--- config.mk ---
export PLATFORM = sky130hd
export DESIGN_NAME = adc_cfg_regbank
export DESIGN_NICKNAME = d
export VERILOG_FILES = /design/src/rtl/adc_cfg_pkg.sv /design/src/rtl/cfg_reg_store.sv /design/src/rtl/cfg_cal_trigger.sv /design/src/rtl/cfg_mode_decode.sv /design/src/rtl/cfg_delay_map.sv /design/src/rtl/adc_cfg_regbank.sv
export SDC_FILE = /design/constraint.sdc
export NUM_CORES = 1
export LEC_CHECK = 0
export BUFFER_PORTS_ARGS = -buffer_cell sky130_fd_sc_hd__buf_2
export CAP_MARGIN = 20
export CORE_MARGIN = 3
export CORE_UTILIZATION = 25
export CTS_CLUSTER_DIAMETER = 200
export DETAILED_ROUTE_END_ITERATION = 8
export PLACE_DENSITY_LB_ADDON = 0.12
export RECOVER_POWER = 50
export REMOVE_ABC_BUFFERS = 1
export SLEW_MARGIN = 20
export SYNTH_ARGS = -nofsm -noshare
export SYNTH_HDL_FRONTEND = slang
export SYNTH_SLANG_ARGS = --single-unit
--- constraint.sdc ---
create_clock -name clk -period 1.5 [get_ports clk]
set_input_delay 0.15 -clock clk [delete_from_list [all_inputs] [get_ports clk]]
set_output_delay 0.15 -clock clk [all_outputs]
set_load 0.01 [all_outputs]
--- src/rtl/adc_cfg_pkg.sv ---
package adc_cfg_pkg;

  localparam int WORD_W = 16;
  localparam int ADDR_W = 4;
  localparam int NREGS  = 1 << ADDR_W;

  typedef logic [WORD_W-1:0] word_t;

  typedef enum logic [2:0] {
    SMODE_SINGLE   = 3'd0,
    SMODE_DUAL_I   = 3'd1,
    SMODE_DUAL_Q   = 3'd2,
    SMODE_DUAL_IQ  = 3'd3,
    SMODE_DUAL_CLK = 3'd4
  } smode_e;

  typedef struct packed {
    smode_e mode;
    logic   bad;
  } mode_dec_t;

  // Power-up contents of each location
  function automatic word_t reset_word(input logic [ADDR_W-1:0] a);
    word_t w;
    case (a)
      4'h0:    w = 16'h2000;
      4'h1:    w = 16'h2907;
      4'h3:    w = 16'h4000;
      4'h4:    w = 16'hDB4B;
      4'h6:    w = 16'h1C2E;
      4'h7:    w = 16'h8142;
      4'h8:    w = 16'h0F0F;
      4'hB:    w = 16'h4000;
      4'hC:    w = 16'h0004;
      4'hE:    w = 16'h0003;
      4'hF:    w = 16'h001D;
      default: w = 16'h0000;
    endcase
    return w;
  endfunction

  // Sampling-mode decode: edge bits {dual, q_sel, join} plus shared-clock bit
  function automatic mode_dec_t decode_mode(input logic [2:0] edge_bits,
                                            input logic       clk_share);
    mode_dec_t d;
    d.bad = 1'b0;
    unique case ({edge_bits, clk_share})
      4'b000_0: d.mode = SMODE_SINGLE;
      4'b100_0: d.mode = SMODE_DUAL_I;
      4'b110_0: d.mode = SMODE_DUAL_Q;
      4'b101_0: d.mode = SMODE_DUAL_IQ;
      4'b000_1: d.mode = SMODE_DUAL_CLK;
      default: begin
        d.mode = SMODE_SINGLE;
        d.bad  = 1'b1;
      end
    endcase
    return d;
  endfunction

endpackage

--- src/rtl/cfg_reg_store.sv ---
module cfg_reg_store
  import adc_cfg_pkg::*;
#(
  parameter int RO_ADDR    = 15,
  parameter int GATED_ADDR = 5,
  parameter int GATE_REG   = 4,
  parameter int GATE_BIT   = 7
) (
  input  logic              clk,
  input  logic              rst_n,
  input  logic              ctl_unlock,
  input  logic [ADDR_W-1:0] addr,
  input  word_t             wdata,
  input  logic              wr,
  input  logic              rd,
  output word_t             rdata,
  output logic              rvalid,
  output word_t             regs_o [NREGS],
  output logic              acc_en_o,
  output logic              wr_accept_o
);

  word_t regs_q [NREGS];
  logic  acc_en;
  logic  write_ok;

  assign acc_en   = regs_q[GATE_REG][GATE_BIT];
  assign write_ok = wr && ctl_unlock
                    && (addr != ADDR_W'(RO_ADDR))
                    && ((addr != ADDR_W'(GATED_ADDR)) || acc_en);

  for (genvar i = 0; i < NREGS; i++) begin : g_reg
    if (i == RO_ADDR) begin : g_ro
      assign regs_q[i] = reset_word(ADDR_W'(i));
    end else begin : g_rw
      logic hit;
      assign hit = write_ok && (addr == ADDR_W'(i));
      always_ff @(posedge clk) begin
        if (!rst_n || !ctl_unlock) begin
          regs_q[i] <= reset_word(ADDR_W'(i));
        end else if (hit) begin
          regs_q[i] <= wdata;
        end
      end
    end
  end

  always_ff @(posedge clk) begin
    if (!rst_n) begin
      rdata  <= '0;
      rvalid <= 1'b0;
    end else begin
      rvalid <= rd;
      if (rd) begin
        if ((addr == ADDR_W'(GATED_ADDR)) && !acc_en) begin
          rdata <= '0;
        end else begin
          rdata <= regs_q[addr];
        end
      end
    end
  end

  assign regs_o      = regs_q;
  assign acc_en_o    = acc_en;
  assign wr_accept_o = write_ok;

endmodule

--- src/rtl/cfg_cal_trigger.sv ---
module cfg_cal_trigger #(
  parameter int SYNC_STAGES = 2
) (
  input  logic clk,
  input  logic rst_n,
  input  logic cal_bit,
  input  logic cal_pin,
  output logic cal_req,
  output logic cal_start
);

  logic [SYNC_STAGES-1:0] sync_q;
  logic                   req_q;

  always_ff @(posedge clk) begin
    if (!rst_n) begin
      sync_q <= '0;
    end else begin
      sync_q <= {sync_q[SYNC_STAGES-2:0], cal_pin};
    end
  end

  assign cal_req = cal_bit | sync_q[SYNC_STAGES-1];

  always_ff @(posedge clk) begin
    if (!rst_n) begin
      req_q     <= 1'b0;
      cal_start <= 1'b0;
    end else begin
      req_q     <= cal_req;
      cal_start <= cal_req & ~req_q;
    end
  end

endmodule

--- src/rtl/cfg_mode_decode.sv ---
module cfg_mode_decode
  import adc_cfg_pkg::*;
(
  input  logic [2:0] edge_bits,
  input  logic       clk_share,
  output smode_e     mode,
  output logic       illegal
);

  mode_dec_t dec;

  always_comb begin
    dec     = decode_mode(edge_bits, clk_share);
    mode    = dec.mode;
    illegal = dec.bad;
  end

endmodule

--- src/rtl/cfg_delay_map.sv ---
module cfg_delay_map #(
  parameter int CAM_W   = 12,
  parameter int CAM_MAX = 2431,
  parameter int FAM_W   = 6,
  parameter int DRC_W   = 9,
  parameter int DRC_MAX = 319
) (
  input  logic [CAM_W-1:0] cam_raw,
  input  logic [FAM_W-1:0] fam_raw,
  input  logic             adj_en,
  input  logic [DRC_W-1:0] drc_raw,
  output logic [CAM_W-1:0] cam_out,
  output logic [FAM_W-1:0] fam_out,
  output logic [DRC_W-1:0] drc_out
);

  localparam logic [CAM_W-1:0] CAM_LIM = CAM_W'(CAM_MAX);
  localparam logic [DRC_W-1:0] DRC_LIM = DRC_W'(DRC_MAX);

  function automatic logic [CAM_W-1:0] clamp_cam(input logic [CAM_W-1:0] v);
    return (v > CAM_LIM) ? CAM_LIM : v;
  endfunction

  function automatic logic [DRC_W-1:0] clamp_drc(input logic [DRC_W-1:0] v);
    return (v > DRC_LIM) ? DRC_LIM : v;
  endfunction

  always_comb begin
    cam_out = adj_en ? clamp_cam(cam_raw) : '0;
    fam_out = adj_en ? fam_raw : '0;
    drc_out = clamp_drc(drc_raw);
  end

endmodule

--- src/rtl/adc_cfg_regbank.sv ---
module adc_cfg_regbank
  import adc_cfg_pkg::*;
#(
  parameter int CAL_SYNC = 2,
  parameter int CAM_W    = 12,
  parameter int CAM_MAX  = 2431,
  parameter int FAM_W    = 6,
  parameter int DRC_W    = 9,
  parameter int DRC_MAX  = 319
) (
  input  logic              clk,
  input  logic              rst_n,
  input  logic              ctl_unlock,
  input  logic [3:0]        bus_addr,
  input  logic [15:0]       bus_wdata,
  input  logic              bus_wr,
  input  logic              bus_rd,
  output logic [15:0]       bus_rdata,
  output logic              bus_rvalid,
  input  logic              cal_pin,
  input  logic              pd_i_pin,
  input  logic              pd_q_pin,
  input  logic              lowrate_pin,
  output logic              cal_start,
  output logic              pd_i_eff,
  output logic              pd_q_eff,
  output logic              lowfreq_eff,
  output logic [2:0]        samp_mode,
  output logic              mode_illegal,
  output logic [CAM_W-1:0]  coarse_dly,
  output logic [FAM_W-1:0]  fine_dly,
  output logic [DRC_W-1:0]  refclk_dly
);

  // Locations and fields the decoders depend on
  localparam int A_MAIN   = 0;
  localparam int A_CALADJ = 4;
  localparam int A_CALVAL = 5;
  localparam int A_CDLY   = 12;
  localparam int A_FDLY   = 13;
  localparam int A_SYNC   = 14;
  localparam int A_CONST  = 15;

  localparam int B_CAL    = 15;
  localparam int B_PDI    = 11;
  localparam int B_PDQ    = 10;
  localparam int B_LFS    = 8;
  localparam int B_EDGE_H = 7;
  localparam int B_EDGE_L = 5;
  localparam int B_GATE   = 7;
  localparam int B_ADJEN  = 3;
  localparam int B_SHARE  = 6;

  word_t  regs [NREGS];
  logic   acc_en;
  logic   wr_accept;
  logic   cal_req;
  word_t  word0;
  smode_e mode_dec;

  cfg_reg_store #(
    .RO_ADDR    (A_CONST),
    .GATED_ADDR (A_CALVAL),
    .GATE_REG   (A_CALADJ),
    .GATE_BIT   (B_GATE)
  ) u_store (
    .clk         (clk),
    .rst_n       (rst_n),
    .ctl_unlock  (ctl_unlock),
    .addr        (bus_addr),
    .wdata       (bus_wdata),
    .wr          (bus_wr),
    .rd          (bus_rd),
    .rdata       (bus_rdata),
    .rvalid      (bus_rvalid),
    .regs_o      (regs),
    .acc_en_o    (acc_en),
    .wr_accept_o (wr_accept)
  );

  assign word0 = regs[A_MAIN];

  cfg_cal_trigger #(
    .SYNC_STAGES (CAL_SYNC)
  ) u_cal (
    .clk       (clk),
    .rst_n     (rst_n),
    .cal_bit   (word0[B_CAL]),
    .cal_pin   (cal_pin),
    .cal_req   (cal_req),
    .cal_start (cal_start)
  );

  cfg_mode_decode u_mode (
    .edge_bits (word0[B_EDGE_H:B_EDGE_L]),
    .clk_share (regs[A_SYNC][B_SHARE]),
    .mode      (mode_dec),
    .illegal   (mode_illegal)
  );

  assign samp_mode = mode_dec;

  cfg_delay_map #(
    .CAM_W   (CAM_W),
    .CAM_MAX (CAM_MAX),
    .FAM_W   (FAM_W),
    .DRC_W   (DRC_W),
    .DRC_MAX (DRC_MAX)
  ) u_dly (
    .cam_raw (regs[A_CDLY][WORD_W-1 -: CAM_W]),
    .fam_raw (regs[A_FDLY][WORD_W-1 -: FAM_W]),
    .adj_en  (regs[A_CDLY][B_ADJEN]),
    .drc_raw (regs[A_SYNC][WORD_W-1 -: DRC_W]),
    .cam_out (coarse_dly),
    .fam_out (fine_dly),
    .drc_out (refclk_dly)
  );

  assign pd_i_eff    = word0[B_PDI] | pd_i_pin;
  assign pd_q_eff    = word0[B_PDQ] | pd_q_pin;
  assign lowfreq_eff = word0[B_LFS] | lowrate_pin;

endmodule

==> impl_metrics.yaml <==
die:
  io_pins: 81
  placementRows: 77
  dieArea_um2: 47700
  die_w_um: 218
  die-height_um: 218
  initial_utilization_pct: 25.4
  fp.coreArea_um2: 44400
cells_and_area:
  fillCellCount: 4600
  multi_input_area_um2: 5670
  drive_above_1_share_pct: 24.2
  layout_commonest_cell: "nand2_1"
  instances_no_fill: 2095
  mostFrequentLayoutCells: "nand2_1 (470), dfxtp_1 (242), a21oi_1 (183)"
  syn_to_final_growth_pct: 31.7
  regArea_um2: 5270
  final_nets: 1507
  final_area_um2: 14800
sta:
  maxSlewViolCount: 0
  worst_slew_pin_slew_ns: 0.669
  timing.hold.ws_ns: 0.0248
  rsz0062_at_grt: "true"
  relSlewSlack_pct: 55.2
  finClkSkew_ns: 0.0202
  layout_min_cycle_time_ns: 1.83
  clock.fmax_mhz: 546
  layout_setup_ws_ns: -0.333
  finalHoldViolCount: 0
  setup-violations-final: 25
  period_share_pct: 122
setup_path:
  critical_path_class: "flip-flop to primary output"
  cpPeakStageDelay_ns: 0.33
  crit_required_ns: 1.35
  cp_max_fo: 8
  cpMaxStageDelayCell: "dfxtp_2"
  cp-end-kind: "primary output"
  crit_path_cell_trace: "a211oi_2 > nor2b_2 > buf_6 > o21a_1 > buf_2"
  critPathBufInv: 2
  path_delay_family: "compound AO/OA/AOI/OAI gates"
  cp.arrival_ns: 1.68
  startpoint_type: "flip-flop"
pwr:
  powerDensity_nw_per_um2: 1090
  leakage_nw: 5.36
  total_power_mw: 16.1
  peakVddDrop_mv: 0.829
status:
  status: "finished with violations"
  violations: "setup timing"
synthesis:
  ys_ff_latch: 261
  synthArstFlopShare_pct: 0
  yosysWarnings: 0
  ys.flop_type: "dfxtp_1"
  yosysSeqAreaShare_pct: 46.3
  synth_edf_count: 0
  yosysUniqueCellTypes: 40
  synth.avg_cell_area_um2: 8.41
  syn_inst: 1341
  syn_area_um2: 11300
grt:
  grt_max_degree: 42
  overflow: 0
  grt_usage_pct: 17.4
  grt_pass1_wl_um: 63300
  antenna_found_initial: 0
  first_global_vias: 9695
drt:
  post_drt_via_cell_ratio: 4.66
  drt-pass1-iter-count: 5
  ant_nets: 0
  drc_errors: 0
  wl_um: 41800
  initialDrtViolationCount: 640
  vias: 9772
  routedWlPerCell_um: 20.0
clock_network:
  cts_buffer_depth: 3
  numCtsBuffers: 30
  htreeDepth: 1
  root_buffer: "clkbuf_16"
  cts_sinks: 261
  cts_tree: "built"
  cts.clk_slew.worst_paths_ns: 0.06
  clk_latency_ns: 0.57
placed_design:
  globalplace.congestion: 0.755
  placed_area_um2: 13200
  dp_hpwl_um: 27500
  portBuffers: 80
  placedCellCount: 2012
flow_run:
  max_cap_violations: 0
min_path:
  hold_path_class: "input port to flip-flop"
cell type report:
class / count / area share (%)
clock inverters: 10 / 1.04
clock buffers: 46 / 6.28
multi-input cells: 953 / 38.2
diodes: 1 / 0.0169
repair buffers: 220 / 13.7
flip-flops and latches: 261 / 35.5
well taps: 592 / 4.99
inverters: 12 / 0.303
layer usage:
layer / global-route usage, % / vias to the layer above / routed length (um)
met5: 0 / - / 0
met4: 3.83 / 0 / 626
met3: 1.82 / 38 / 1330
met2: 29.6 / 186 / 20100
met1: 23.9 / 4730 / 19800
li1: - / 4818 / -
state kept, by name, indices dropped and copies added, names as in the netlist:
signal / flops
u_store.rvalid: 1
u_store.regs_o: 239
u_cal.cal_start: 1
u_store.rdata: 16
u_cal.sync_q: 2
u_cal.req_q: 1
u_store.acc_en_o: 1
worst register-to-register path, delay by kind of cell (launching register included):
family,cells,cell delay (ns)
AOI/OAI and AO/OA,2,0.57
muxes,1,0.46
DFF,1,0.31
final timing paths:
| check | from | endpoint | slack [ns] | cells after the start |
|---|---|---|---|---|
| hold / removal | bus_wdata[5] | u_store.regs_o[53]$_SDFFE_PP0P_ | 0.02 | 3 |
| setup / recovery | u_store.regs_o[62]$_SDFFE_PP0P_ | coarse_dly[5] | -0.33 | 5 |
| hold reg to reg | u_cal.req_q$_SDFF_PN0_ | u_cal.cal_start$_SDFF_PN0_ | 0.40 | 1 |
| setup reg to reg | u_store.regs_o[136]$_SDFFE_PP1P_ | u_store.rdata[8]$_SDFFE_PN0P_ | 0.04 | 3 |
synth_stat cells, types with 2 or more instances:
cell type  number  area share [%]
a2111oi_0       8            0.62
a211oi_1        5            0.33
a21oi_1       184             8.2
a221o_1         4            0.36
and2_1         14            0.78
and3_1          2            0.11
and3b_1         2            0.16
and4b_1         2            0.18
buf_2          29             1.3
buf_4           7            0.47
clkbuf_1       77             2.6
dfxtp_1       261              46
inv_1          12            0.40
mux2_2          8            0.80
mux2i_1        40             3.6
mux4_2         44             8.8
nand2_1       471              16
nand2b_1       15            0.83
nand3_1        44             2.0
nand4b_2        2            0.27
nor2_1         26            0.87
nor2_2          2            0.11
nor2b_1        16            0.89
nor3_2          3            0.27
o211ai_1       24             1.6
o21a_1          9            0.60
o221ai_1       12            0.93
o22ai_1         4            0.22
or2_2           3            0.17
what timing repair did:
item	CTS	global route
hold buffers	13	0
cloned	3	0
pin swaps	13	13
gates resized for setup	55	38
endpoints found under the setup margin	40	36
setup buffers	12	3
endpoints found under the hold margin	101	0
kinds of logic (layout without fill, tap and decap cells):
family / after synthesis / after routing / share of synthesized area [%]
XOR/XNOR: 1 / 1 / 0.0777
buffers and inverters: 127 / 288 / 4.85
other: 0 / 1 / 0
flip-flops: 261 / 261 / 46.3
AO/OA/AOI/OAI: 253 / 253 / 13.0
multiplexers: 92 / 92 / 13.1
AND/OR/NAND/NOR: 607 / 607 / 22.6
report_power, final:
| group | internal, mW | switching [mW] | leakage, nW |
|---|---|---|---|
| Sequential | 6.96 | 0.0344 | 2.12 |
| Clock | 4.94 | 3.05 | 0.540 |
| Combinational | 0.446 | 0.687 | 2.70 |
| Total | 12.4 | 3.77 | 5.36 |
through the flow:
| step | setup TNS, ns | setup WS, ns | utilization (%) |
|---|---|---|---|
| 3_3_place_gp | -20.57 | -0.347 | 29.7 |
| 4_1_cts | -4.88 | -0.403 | 33.2 |
| 5_1_grt | -13.13 | -0.423 | 33.4 |
| 6_report | -3.26 | -0.333 | 33.4 |
| 2_1_floorplan | -395.22 | -2.07 | - |
| 3_5_place_dp | -25.26 | -0.389 | 29.7 |
(Power assumes the default switching activity.)
